==> config.mk <==
export PLATFORM = sky130hd
export DESIGN_NAME = fdc_rate_precomp
export DESIGN_NICKNAME = d
export VERILOG_FILES = /design/src/rtl/fdc_rate_pkg.sv /design/src/rtl/fdc_rst_sync.sv /design/src/rtl/fdc_ctl_reg.sv /design/src/rtl/fdc_trk_cfg.sv /design/src/rtl/fdc_precomp_sel.sv /design/src/rtl/fdc_rate_precomp.sv
export SDC_FILE = /design/constraint.sdc
export NUM_CORES = 1
export LEC_CHECK = 0
export ABC_AREA = 1
export BUFFER_PORTS_ARGS = -buffer_cell sky130_fd_sc_hd__buf_4
export CAP_MARGIN = 30
export CORE_UTILIZATION = 45
export DETAILED_ROUTE_END_ITERATION = 7
export GPL_TIMING_DRIVEN = 0
export PLACE_DENSITY = 0.77
export SLEW_MARGIN = 20
export SYNTH_ARGS = -nofsm -noshare
export SYNTH_HDL_FRONTEND = slang
export SYNTH_SLANG_ARGS = --single-unit
==> constraint.sdc <==
create_clock -name clk -period 2 [get_ports clk]
set_input_delay 0.4 -clock clk [delete_from_list [all_inputs] [get_ports clk]]
set_output_delay 0.4 -clock clk [all_outputs]
set_load 0.02 [all_outputs]
==> src/rtl/fdc_rate_pkg.sv <==
package fdc_rate_pkg;

  typedef enum logic [1:0] {
    RATE_500K = 2'b00,
    RATE_300K = 2'b01,
    RATE_250K = 2'b10,
    RATE_2M   = 2'b11
  } rate_e;

  // Control byte layout: rate in [1:0], precomp in [4:2], spare [5],
  // power-down [6], reset request [7].
  typedef struct packed {
    logic       srst_req;
    logic       pwr_dn;
    logic       spare;
    logic [2:0] pcode;
    rate_e      rate;
  } ctl_byte_t;

  localparam logic [7:0] CTL_RST_VAL = 8'h02;

endpackage

==> src/rtl/fdc_rst_sync.sv <==
module fdc_rst_sync #(
  parameter int STAGES = 2
) (
  input  logic clk,
  input  logic rst_n,
  output logic rst_sync_n
);
  logic [STAGES-1:0] sync_q;

  always_ff @(posedge clk or negedge rst_n) begin
    if (!rst_n) sync_q <= '0;
    else        sync_q <= {sync_q[STAGES-2:0], 1'b1};
  end

  assign rst_sync_n = sync_q[STAGES-1];
endmodule

==> src/rtl/fdc_ctl_reg.sv <==
module fdc_ctl_reg
  import fdc_rate_pkg::*;
(
  input  logic       clk,
  input  logic       rst_n,
  input  logic       dsr_we,
  input  logic [7:0] dsr_wdata,
  input  logic       ccr_we,
  input  logic [1:0] ccr_rate,
  output rate_e      rate_q,
  output logic [2:0] pcode_q,
  output logic       pwr_dn_q,
  output logic       srst_pulse_q
);
  ctl_byte_t wr_byte;
  ctl_byte_t rst_byte;
  rate_e      rate_d;
  logic [2:0] pcode_d;
  logic       pwr_dn_d;
  logic       srst_pulse_d;
  logic       rate_en;
  logic       cfg_en;

  assign wr_byte  = ctl_byte_t'(dsr_wdata);
  assign rst_byte = ctl_byte_t'(CTL_RST_VAL);
  assign rate_en  = dsr_we | ccr_we;
  assign cfg_en   = dsr_we;

  always_comb begin
    rate_d       = rate_q;
    pcode_d      = pcode_q;
    pwr_dn_d     = pwr_dn_q;
    srst_pulse_d = 1'b0;
    if (ccr_we) rate_d = rate_e'(ccr_rate);
    if (dsr_we) begin
      rate_d       = wr_byte.rate;
      pcode_d      = wr_byte.pcode;
      pwr_dn_d     = wr_byte.pwr_dn;
      srst_pulse_d = wr_byte.srst_req;
    end
  end

  always_ff @(posedge clk or negedge rst_n) begin
    if (!rst_n) begin
      rate_q   <= rst_byte.rate;
      pcode_q  <= rst_byte.pcode;
      pwr_dn_q <= rst_byte.pwr_dn;
    end else begin
      if (rate_en) rate_q <= rate_d;
      if (cfg_en) begin
        pcode_q  <= pcode_d;
        pwr_dn_q <= pwr_dn_d;
      end
    end
  end

  always_ff @(posedge clk or negedge rst_n) begin
    if (!rst_n) srst_pulse_q <= 1'b0;
    else        srst_pulse_q <= srst_pulse_d;
  end

  // a pulse only follows a write that requested it
  p_pulse_cause_r4: assert property (@(posedge clk) disable iff (!rst_n)
    srst_pulse_q |-> $past(dsr_we && dsr_wdata[7]));

  // control byte beats a simultaneous configuration-control write
  p_dsr_wins_r3: assert property (@(posedge clk) disable iff (!rst_n)
    (dsr_we && ccr_we) |=> (rate_q == rate_e'($past(dsr_wdata[1:0]))));
endmodule

==> src/rtl/fdc_trk_cfg.sv <==
module fdc_trk_cfg #(
  parameter int TRK_W = 8
) (
  input  logic             clk,
  input  logic             rst_n,
  input  logic             cfg_we,
  input  logic [TRK_W-1:0] cfg_start_trk,
  input  logic [TRK_W-1:0] cur_trk,
  output logic [TRK_W-1:0] start_q,
  output logic             trk_en
);
  logic [TRK_W-1:0] start_d;

  always_comb begin
    start_d = start_q;
    if (cfg_we) start_d = cfg_start_trk;
  end

  always_ff @(posedge clk or negedge rst_n) begin
    if (!rst_n)      start_q <= '0;
    else if (cfg_we) start_q <= start_d;
  end

  assign trk_en = (cur_trk >= start_q);

  // start track only moves on a configure write
  p_start_hold_r9: assert property (@(posedge clk) disable iff (!rst_n)
    !cfg_we |=> $stable(start_q));
endmodule

==> src/rtl/fdc_precomp_sel.sv <==
module fdc_precomp_sel
  import fdc_rate_pkg::*;
#(
  parameter int TICK_W    = 4,
  parameter int SLOW_STEP = 2,
  parameter int FAST_STEP = 1,
  parameter int SLOW_DFLT = 6,
  parameter int FAST_DFLT = 2
) (
  input  rate_e             rate,
  input  logic [2:0]        pcode,
  input  logic              enable,
  output logic [TICK_W-1:0] ticks
);
  localparam int NCODES  = 8;
  localparam int OFF_CODE = NCODES - 1;

  logic [TICK_W-1:0] slow_tbl [NCODES];
  logic [TICK_W-1:0] fast_tbl [NCODES];
  logic [TICK_W-1:0] raw_ticks;

  for (genvar g = 0; g < NCODES; g++) begin : g_tbl
    if (g == 0) begin : g_dflt
      assign slow_tbl[g] = TICK_W'(SLOW_DFLT);
      assign fast_tbl[g] = TICK_W'(FAST_DFLT);
    end else if (g == OFF_CODE) begin : g_off
      assign slow_tbl[g] = '0;
      assign fast_tbl[g] = '0;
    end else begin : g_step
      assign slow_tbl[g] = TICK_W'(g * SLOW_STEP);
      assign fast_tbl[g] = TICK_W'(g * FAST_STEP);
    end
  end

  always_comb begin
    if (rate == RATE_2M) raw_ticks = fast_tbl[pcode];
    else                 raw_ticks = slow_tbl[pcode];
    ticks = enable ? raw_ticks : '0;
  end

  // the fast-rate delay never exceeds the slow-rate delay for a code
  always_comb begin
    if (enable && rate == RATE_2M)
      a_fast_le_slow_r6: assert (fast_tbl[pcode] <= slow_tbl[pcode]);
  end
endmodule

==> src/rtl/fdc_rate_precomp.sv <==
module fdc_rate_precomp
  import fdc_rate_pkg::*;
#(
  parameter int TRK_W     = 8,
  parameter int TICK_W    = 4,
  parameter int SLOW_STEP = 2,
  parameter int FAST_STEP = 1,
  parameter int SLOW_DFLT = 6,
  parameter int FAST_DFLT = 2
) (
  input  logic              clk,
  input  logic              rst_n,
  input  logic              dsr_we,
  input  logic [7:0]        dsr_wdata,
  input  logic              ccr_we,
  input  logic [1:0]        ccr_rate,
  input  logic              cfg_we,
  input  logic [TRK_W-1:0]  cfg_start_trk,
  input  logic [TRK_W-1:0]  cur_trk,
  output logic [1:0]        rate_sel,
  output logic [2:0]        precomp_code,
  output logic              power_down,
  output logic              soft_rst_pulse,
  output logic [TICK_W-1:0] precomp_ticks
);
  logic             rst_sync_n;
  rate_e            rate_q;
  logic [2:0]       pcode_q;
  logic             pwr_dn_q;
  logic [TRK_W-1:0] start_q;
  logic             trk_en;
  logic             delay_en;

  fdc_rst_sync #(.STAGES(2)) u_rst (
    .clk(clk), .rst_n(rst_n), .rst_sync_n(rst_sync_n));

  fdc_ctl_reg u_ctl (
    .clk(clk), .rst_n(rst_sync_n),
    .dsr_we(dsr_we), .dsr_wdata(dsr_wdata),
    .ccr_we(ccr_we), .ccr_rate(ccr_rate),
    .rate_q(rate_q), .pcode_q(pcode_q), .pwr_dn_q(pwr_dn_q),
    .srst_pulse_q(soft_rst_pulse));

  fdc_trk_cfg #(.TRK_W(TRK_W)) u_trk (
    .clk(clk), .rst_n(rst_sync_n),
    .cfg_we(cfg_we), .cfg_start_trk(cfg_start_trk), .cur_trk(cur_trk),
    .start_q(start_q), .trk_en(trk_en));

  assign delay_en = trk_en & ~pwr_dn_q;

  fdc_precomp_sel #(
    .TICK_W(TICK_W), .SLOW_STEP(SLOW_STEP), .FAST_STEP(FAST_STEP),
    .SLOW_DFLT(SLOW_DFLT), .FAST_DFLT(FAST_DFLT)
  ) u_sel (
    .rate(rate_q), .pcode(pcode_q), .enable(delay_en), .ticks(precomp_ticks));

  assign rate_sel     = rate_q;
  assign precomp_code = pcode_q;
  assign power_down   = pwr_dn_q;

  p_pd_zero_r8: assert property (@(posedge clk) disable iff (!rst_sync_n)
    power_down |-> (precomp_ticks == '0));

  p_trk_gate_r7: assert property (@(posedge clk) disable iff (!rst_sync_n)
    (cur_trk < start_q) |-> (precomp_ticks == '0));

  p_rate_hold_r3: assert property (@(posedge clk) disable iff (!rst_sync_n)
    (!dsr_we && !ccr_we) |=> $stable(rate_sel));

  p_code_off_r5: assert property (@(posedge clk) disable iff (!rst_sync_n)
    (precomp_code == 3'b111) |-> (precomp_ticks == '0));

  p_ccr_load_r3: assert property (@(posedge clk) disable iff (!rst_sync_n)
    (ccr_we && !dsr_we) |=> (rate_sel == $past(ccr_rate)));
endmodule

# [Word level (Yosys, flattened, before mapping)]
# Memories as Yosys holds them, arrays and structs flattened.
# Index checks and enable logic that the tools add are counted.
[totals] ff_bits=17 romBits=64 inputBits=31 output_inout_bits=11 word_cells=26 mem_count=2
[classes] n_lt_le_gt_ge=2 n_eq_ne=1 n_mux=9 bitwise_logic=4 reduce_logical=2
[mem_list] memory="(no name shown)" depth=8 width=4 read_ports=1 rd_ports_with_merged_regs=0 wr=0 line="fdc_precomp_sel.sv:37" source="else raw_ticks = slow_tbl[pcode];"
[mem_list] memory="(no name shown)" depth=8 width=4 read_ports=1 rd_ports_with_merged_regs=0 wr=0 line="fdc_precomp_sel.sv:36" source="if (rate == RATE_2M) raw_ticks = fast_tbl[pcode];"
[op_table] op="4-bit 2-to-1 mux" count=6
[op_table] op="8-bit >= comparator" count=1
[op_table] op="4-bit >= comparator, second input constant" count=1
[op_table] op="2-bit 2-to-1 mux" count=2
[op_table] op="3-bit inverter with 4-bit output" count=1
[op_table] op="2-bit equality test, second input constant" count=1
[op_table] op="2-bit AND reduction" count=1
[op_table] op="2-bit nonzero test" count=1
[op_table] op="1-bit AND" count=1
[op_table] op="1-bit 2-to-1 mux" count=1
[op_table] op="1-bit inverter" count=1
[op_table] op="1-bit bitwise OR" count=1

# [Longest topological paths before layout]
# Gate-level depths: netlist of the first run.
[logic_depth] word_depth=6 mapped_depth=11 mapped_depth_nobuf=11

# [Modules after synthesis]
# From an unflattened synthesis of the first run, not the netlist that was laid out.
[hier_totals] hier_cells=120 hier_area_um2=958.4
[by_module_without_submodules] module="fdc_trk_cfg" n_inst=1 cells_per_inst=59 area_each_um2=496.7 seq_area_each_um2=200.2
[by_module_without_submodules] module="fdc_ctl_reg" n_inst=1 cells_per_inst=32 area_each_um2=287.8 seq_area_each_um2=176.4
[by_module_without_submodules] module="fdc_precomp_sel" n_inst=1 cells_per_inst=24 area_each_um2=110.1 seq_area_each_um2=0.0
[by_module_without_submodules] module="fdc_rst_sync" n_inst=1 cells_per_inst=3 area_each_um2=53.8 seq_area_each_um2=50.0
[by_module_without_submodules] module="fdc_rate_precomp" n_inst=1 cells_per_inst=2 area_each_um2=10.0 seq_area_each_um2=0.0

# [Least setup slack after synthesis of the first run]
# Ideal clock, no wire load.
[synth_timing] path_type="input port to output port" from="in cur_trk[7]" to="out precomp_ticks[0]" arrival_time_ps=1375 t_required_ps=1600 path_slack_ps=225 path_stages=7 path_buffers=0 path_cell_list="ha_1 > nand2_1 > nor2_2 > nand4_1 > nand3_1 > nand2_2 > nor2_1"
[synth_between] elab_chain_len=3
[synth_lines] element="start: declaration" line="fdc_rate_precomp.sv:19" source="input logic [TRK_W-1:0] cur_trk,"
[synth_lines] element="8-bit >= comparator" line="fdc_trk_cfg.sv:24" source="assign trk_en = (cur_trk >= start_q);"
[synth_lines] element="1-bit AND" line="fdc_rate_precomp.sv:49" source="assign delay_en = trk_en & ~pwr_dn_q;"
[synth_lines] element="4-bit 2-to-1 mux" line="fdc_precomp_sel.sv:38" source="ticks = enable ? raw_ticks : '0;"
[synth_lines] element="end: declaration" line="fdc_rate_precomp.sv:24" source="output logic [TICK_W-1:0] precomp_ticks"
# No other way between the ends.

# [Worst setup path in the final report of the first run]
[layout_timing] from="reg u_trk.start_q[7]" to="out precomp_ticks[3]"
[layout_between] elab_chain_len=3
[layout_lines] element="start: declaration" line="fdc_trk_cfg.sv:9" source="output logic [TRK_W-1:0] start_q,"
[layout_lines] element="start signal: assignment" line="fdc_trk_cfg.sv:21" source="else if (cfg_we) start_q <= start_d;"
[layout_lines] element="8-bit >= comparator" line="fdc_trk_cfg.sv:24"
[layout_lines] element="1-bit AND" line="fdc_rate_precomp.sv:49"
[layout_lines] element="4-bit 2-to-1 mux" line="fdc_precomp_sel.sv:38"
# No other way between the ends.

==> results of run 1 <==
## synth_stat cells, drive strengths merged
cell type	instances	area, um2
nand2	30	115
inv	17	63.8
dfrtp	16	400
o21ai	10	50.1
nor2	9	36.3
ha	8	100
nand3	5	25.0
a21oi	4	20.0
buf	2	10.0
mux2i	2	20.0
a21o	1	8.76
conb	1	3.75
dfstp	1	26.3
mux2	1	11.3
nand4	1	6.26
o211ai	1	7.51
o21a	1	7.51
## layout make-up
class / count / area share, %
plain buffers: 2 / 0.727
repair buffers: 42 / 23.3
inverters: 17 / 4.63
clock buffers: 3 / 1.63
multi-input cells: 74 / 36.1
well taps: 25 / 2.27
clock inverters: 1 / 0.363
flip-flops and latches: 17 / 31.0
## where the power goes
part / internal [mW] / switching, mW
combinational: 0.130 / 0.135
sequential: 0.374 / 0.0218
clock: 0.0743 / 0.0998
total: 0.578 / 0.256
## per-stage QoR
step,hold WS [ns],total power [mW],util (%)
2_1_floorplan,0.104,0.522,-
3_3_place_gp,0.182,0.615,68.3
3_5_place_dp,0.185,0.623,68.3
4_1_cts,0.268,0.809,71.2
5_1_grt,0.295,0.901,75.7
6_report,0.245,0.835,75.7
## cell families after synthesis
| kind of cell | count (synthesis) | synth area share (%) |
|---|---|---|
| and+or+nand+nor | 45 | 20.0 |
| DFF | 17 | 46.8 |
| muxes | 3 | 3.43 |
| other | 1 | 0.411 |
| AOI/OAI and AO/OA | 17 | 10.3 |
| adders and majority gates | 8 | 11.0 |
| buffers and inverters | 19 | 8.09 |
## placed cells by master (no fill, tap or decap), types with 2 or more instances in the layout
cell,n
ha_4,5
mux2i_1,2
nand2_2,3
nor2_2,2
nand3_1,5
nand2_1,26
ha_1,3
inv_1,12
a21oi_1,4
buf_4,40
buf_2,2
dfrtp_1,16
inv_2,5
o21ai_0,10
clkbuf_4,3
nor2_1,6
## flip-flops by register name, summed over array words and instances, names as in the netlist
signal / count
u_ctl.pcode_q: 3
u_ctl.srst_pulse_q: 1
u_ctl.pwr_dn_q: 1
u_rst.sync_q: 2
u_ctl.rate_q: 2
u_trk.start_q: 8
## per-layer routing
layer  wire [um]  vias to the layer above  part of all wire (%)
li1            -                      440                     -
met1         806                      400                    39
met2        1110                       24                    54
met3          88                        9                   4.3
met4          55                        0                   2.7
met5           0                        -                     0
## worst max-delay path by stage
stage                  endpoint        startpoint  slack, ns  cells past startpoint
2_1_floorplan  precomp_ticks[0]        cur_trk[7]       0.23                      7
5_1_grt        precomp_ticks[3]  u_trk.start_q[6]      -0.23                      9
6_report       precomp_ticks[3]  u_trk.start_q[7]      -0.12                      9
3_3_place_gp   precomp_ticks[0]        cur_trk[7]       0.07                      8
4_1_cts        precomp_ticks[0]  u_trk.start_q[5]      -0.08                      9
3_5_place_dp   precomp_ticks[0]        cur_trk[7]       0.06                      9
## worst register-to-register path: cells and delay by family (launching register included)
family	cells	cell delay (ns)
flip-flops	1	0.37
buffers and inverters	2	0.19
AO/OA/AOI/OAI	1	0.15
## repair_timing
item | in CTS | in global routing
endpoints found under the setup margin | 4 | 4
setup buffers | 0 | 1
gates resized for setup | 3 | 15
hold buffers | 1 | 0
hold endpoints to repair | 2 | 0
cloned | 0 | 0
pin swaps | 3 | 7
==> results.md, run 1 <==
* Max H-tree Level at 1
* RR Startpoint: u_trk.start_q[7]
* Register area at about 430 um2
* Fin cells at 181
* Die height at roughly 47 um
* Largest net degree at the start of global routing at 16
* Reg2reg path depth at 3
* Register bit total from synthesis at 17
* Die area at 0.00221 mm2
* Initial antenna violation count at 0
* CP Capture Type: output pin
* Worst slew pin tran at around 0.59 ns
* Post-Synthesis Cells at 110
* Synth Area per Inst at approximately 8.3 um2
* Rel. slew slack at 61.0%
* Failing checks: setup timing
* DRC at 0
* DP Area at about 0.0012 mm2
* Sink Count at 17
* Hold Path Class: reg -> async
* Grt total ovfl at 0
* Critical setup path kind: reg -> out
* Area occupied by multi-input gates at 497 um2
* Root buffer cell: clkbuf_4
* WL final at ~2 mm
* Unrepaired setup endpoints after global routing: true
* PortBufs at 40
* Gpl congestion at between 0.7 and 0.8
* CTS tree: done
* Max IR drop VDD at ~0.00066 V
* IO Count at 42
* Clk_lat worst skew at about 0.28 ns
* Core Area at 0.00182 mm2
* Post-place setup slack at between 0.05 and 0.06 ns
* Worst path cell trace: inv_2, ha_4, nand2_4, nor2_4, nand4_1, nand3_1, nand2_2, nor2_1, buf_4
* Met3 Track Usage GR at 8.08%
* Slowest cell delay on critical path at 0.37 ns
* Final instance area at ~0.0014 mm2
* R2R Setup Slk at 1.21 ns
* DRT iter0 DRCs at 9
* Die span in x at 47.0 um
* Pre-antenna DRT Iters at 4
* CP required at 1.60 ns
* Startpoint class of the critical path: flop
* Vias per cell at between 4 and 5
* Yosys cell types at 19
* CP Max Fanout at 4
* Max Cap Viol at 0
* Row count at 15
* Clock skew at ~0.0018 ns
* Seq/Total Area, Yosys at 46.8%
* Data arrival, critical path at between 1.5 and 2 ns
* Leak Pwr at between 0.7 and 0.8 nW
* Area growth syn-to-layout at 51.0%
* Max-slew violation count at 0
* Ys Warns at 0
* Cell count after placement at approximately 180
* Setup_tns at -0.427 ns
* Diodes inserted at 0
* Antenna viol nets, final at 0
* Syn Std Cell Area at about 910 um2
* Final setup fails at 4
* Met2 track demand over resource at around 38%
* WL per Instance at about 11 um
* First-pass GRT wire length at between 3 and 4 mm
* Grt peak-use layer: met2
* Slowest CP cell: dfrtp_1
* Total GRT Usage at 21.6%
* Post-layout min period at between 2 and 2.5 ns
* CTS Buffer Depth at 2
* Syn_nets at 149
* Num CTS Buffers at 3
* Fraction of layout cells with a size suffix above 1 at a little over two fifths
* DR vias at roughly 870
* Worst-path clk slew at ~0.09 ns
* Max Freq at around 470 MHz
* Status: finished with violations
* PwrDens at approximately 600 mW/mm2
* Initial core utilization at between 50% and 60%
* Fin nets at between 150 and 200
* Met1 Use GR at between 20% and 30%
* CP top delay family: simple AND/OR/NAND/NOR gates
* CP bufs+invs at 2
* Vias in the first global route at roughly 770
* Hold Vio Cnt, Final at 0
* Post-DP HPWL at about 1.6 mm
* RR Endpoint: u_trk.start_q[7]
* Layout fillers at 140
* Post-route setup slack at -0.121 ns
* Period utilization at 106%
No activity file was read; power rests on OpenSTA's default activity.
==> run 2, diff against run 1 <==
--- a/config.mk
+++ b/config.mk
@@ -10,7 +10,7 @@
 export CAP_MARGIN = 30
 export CORE_UTILIZATION = 45
 export DETAILED_ROUTE_END_ITERATION = 7
-export GPL_TIMING_DRIVEN = 0
+export GPL_TIMING_DRIVEN = 1
 export PLACE_DENSITY = 0.77
 export SLEW_MARGIN = 20
 export SYNTH_ARGS = -nofsm -noshare
==> run 2 against run 1 <==
Effect of this change: the flow still finishes with violations (setup timing); sequential power is essentially flat; via count shrank 1.0%; worst hold slack lost 0.0096 ns; non-clock buffer count shrank 2; utilization grew 2.9 points.
==> results.md, run 2 (synthesis results as in run 1) <==
* Met3 WL post-DR at just under 70 um
* Hold Vio Cnt, Final at 0
* DRC at 0
* Hold Path Class: reg -> async
* Leak Pwr at ~0.73 nW
* Period utilization at 104%
* PwrDens at 605 mW/mm2
* Core Area at ~0.0018 mm2
* Largest net degree at the start of global routing at 16
* Vias in the first global route at ~800
* Tot Pwr at ~0.86 mW
* CTS Buffer Depth at 2
* Antenna viol nets, final at 0
* Post-place setup slack at about 0.05 ns
* Max Freq at a little under 500 MHz
* First-pass GRT wire length at between 3 and 4 mm
* Diodes inserted at 0
* Largest regs: u_trk.start_q: 8 flops, u_ctl.pcode_q: 3 flops
* Die area at approximately 0.0022 mm2
* Cell count after placement at 173
* Grt total ovfl at 0
* Slowest CP cell: dfrtp_1
* Area growth syn-to-layout at 56.8%
* Die height at 47.0 um
* Fin cells at approximately 180
* CP required at about 1.6 ns
* Clk_lat worst skew at 0.28 ns
* Routed met1 length at 903 um
* Failing checks: setup timing
* Vias per cell at between 4 and 5
* CP Max Fanout at 4
* DR vias at roughly 860
* WL final at between 2 and 2.5 mm
* Clock skew at 0.00623 ns
* CP Capture Type: output pin
* Rel. slew slack at approximately 61%
* Num CTS Buffers at 3
* Routed wl met2 at 1.12 mm
* Initial core utilization at between 50% and 60%
* Worst slew pin tran at 0.581 ns
* Die span in x at ~47 um
* IO Count at 42
* Slowest cell delay on critical path at 0.39 ns
* Post-DP HPWL at approximately 1.6 mm
* Most frequent cells in the layout: buf_4 (38), nand2_1 (27), dfrtp_1 (16), inv_1 (10), o21ai_0 (10)
* Post-route setup slack at -0.0736 ns
* Leading cell type in the layout, fill and taps excluded: buf_4
* Final setup fails at 4
* Row count at 15
* Fraction of layout cells with a size suffix above 1 at between 40% and 50%
* Startpoint class of the critical path: flop
* DRT iter0 DRCs at 8
* Initial antenna violation count at 0
* Top reg by flops: u_trk.start_q
* Sink Count at 17
* Max Cap Viol at 0
* CTS tree: done
* Max H-tree Level at 1
* PortBufs at 40
* Fin nets at ~190
* Hold_ws at ~0.24 ns
* Status: finished with violations
* Max reg flops at 8
* WL per Instance at 11.7 um
* Post-layout min period at between 2 and 2.5 ns
* Root buffer cell: clkbuf_4
* Max-slew violation count at 0
* Worst path cell trace: inv_2, ha_4, a21o_2, nor2_2, nand3_2, nand2_4, nor2_1, buf_4
* Unrepaired setup endpoints after global routing: true
* Total GRT Usage at about a fifth
* Data arrival, critical path at approximately 1.7 ns
* Pre-antenna DRT Iters at 4
* Worst-path clk slew at approximately 0.090 ns
* Gpl congestion at ~0.79
* Critical setup path kind: reg -> out
* Max IR drop VDD at approximately 0.00048 V
* Max Used Layer: met4
run 2: repair_timing:
action                                  CTS  global route
endpoints found under the hold margin     2             0
pin swaps                                 9             6
endpoints found under the setup margin    4             4
resized for setup                        11            20
setup buffers                             0             1
hold buffers                              1             0
run 2: cell type report:
class | instances | area [um2]
Sequential cell | 17 | 427
Multi-Input combinational cell | 74 | 553
Tap cell | 25 | 31.3
Inverter | 17 | 63.8
Clock buffer | 4 | 26.3
Fill cell | 138 | 390
Timing Repair Buffer | 42 | 329
run 2: worst max-delay path: cells and delay by family (launching register included):
kind	cells	cell delay [ns]
and+or+nand+nor	4	0.37
DFF	1	0.39
adders and majority gates	1	0.20
buffers and inverters	2	0.22
AOI/OAI and AO/OA	1	0.21
run 2: worst paths after layout:
check | start | end | slack, ns | depth (start not counted)
min in group clk | dsr_wdata[7] | u_ctl.srst_pulse_q | 0.31 | 3
worst min register to register | u_rst.sync_q[1] | u_ctl.pcode_q[0] | 0.24 | 0
max in group asynchronous | u_rst.sync_q[1] | u_ctl.rate_q[0] | 1.38 | 0
worst min-delay path | u_rst.sync_q[1] | u_ctl.pcode_q[0] | 0.24 | 0
worst max-delay path | u_trk.start_q[7] | precomp_ticks[3] | -0.07 | 8
worst max register to register | u_trk.start_q[0] | u_trk.start_q[0] | 1.24 | 1
run 2: per-layer routing:
metal | vias to the layer above | track usage (%)
met5 | - | 0
met4 | 0 | 3.43
met3 | 2 | 5.77
met2 | 16 | 35.8
met1 | 412 | 24.8
li1 | 434 | -
run 2: power breakdown:
part	internal (mW)	switching [mW]
sequential	0.374	0.0216
combinational	0.144	0.151
clock	0.0774	0.0969
run 2: through the flow:
stage	utilization [%]	setup TNS [ns]	instance area [um2]
after floorplan	-	0	912
after global placement	67.8	0	1230
after detailed placement	67.8	0	1230
after CTS	73.5	-0.235	1340
after global routing	78.6	-0.763	1430
final	78.6	-0.241	1430
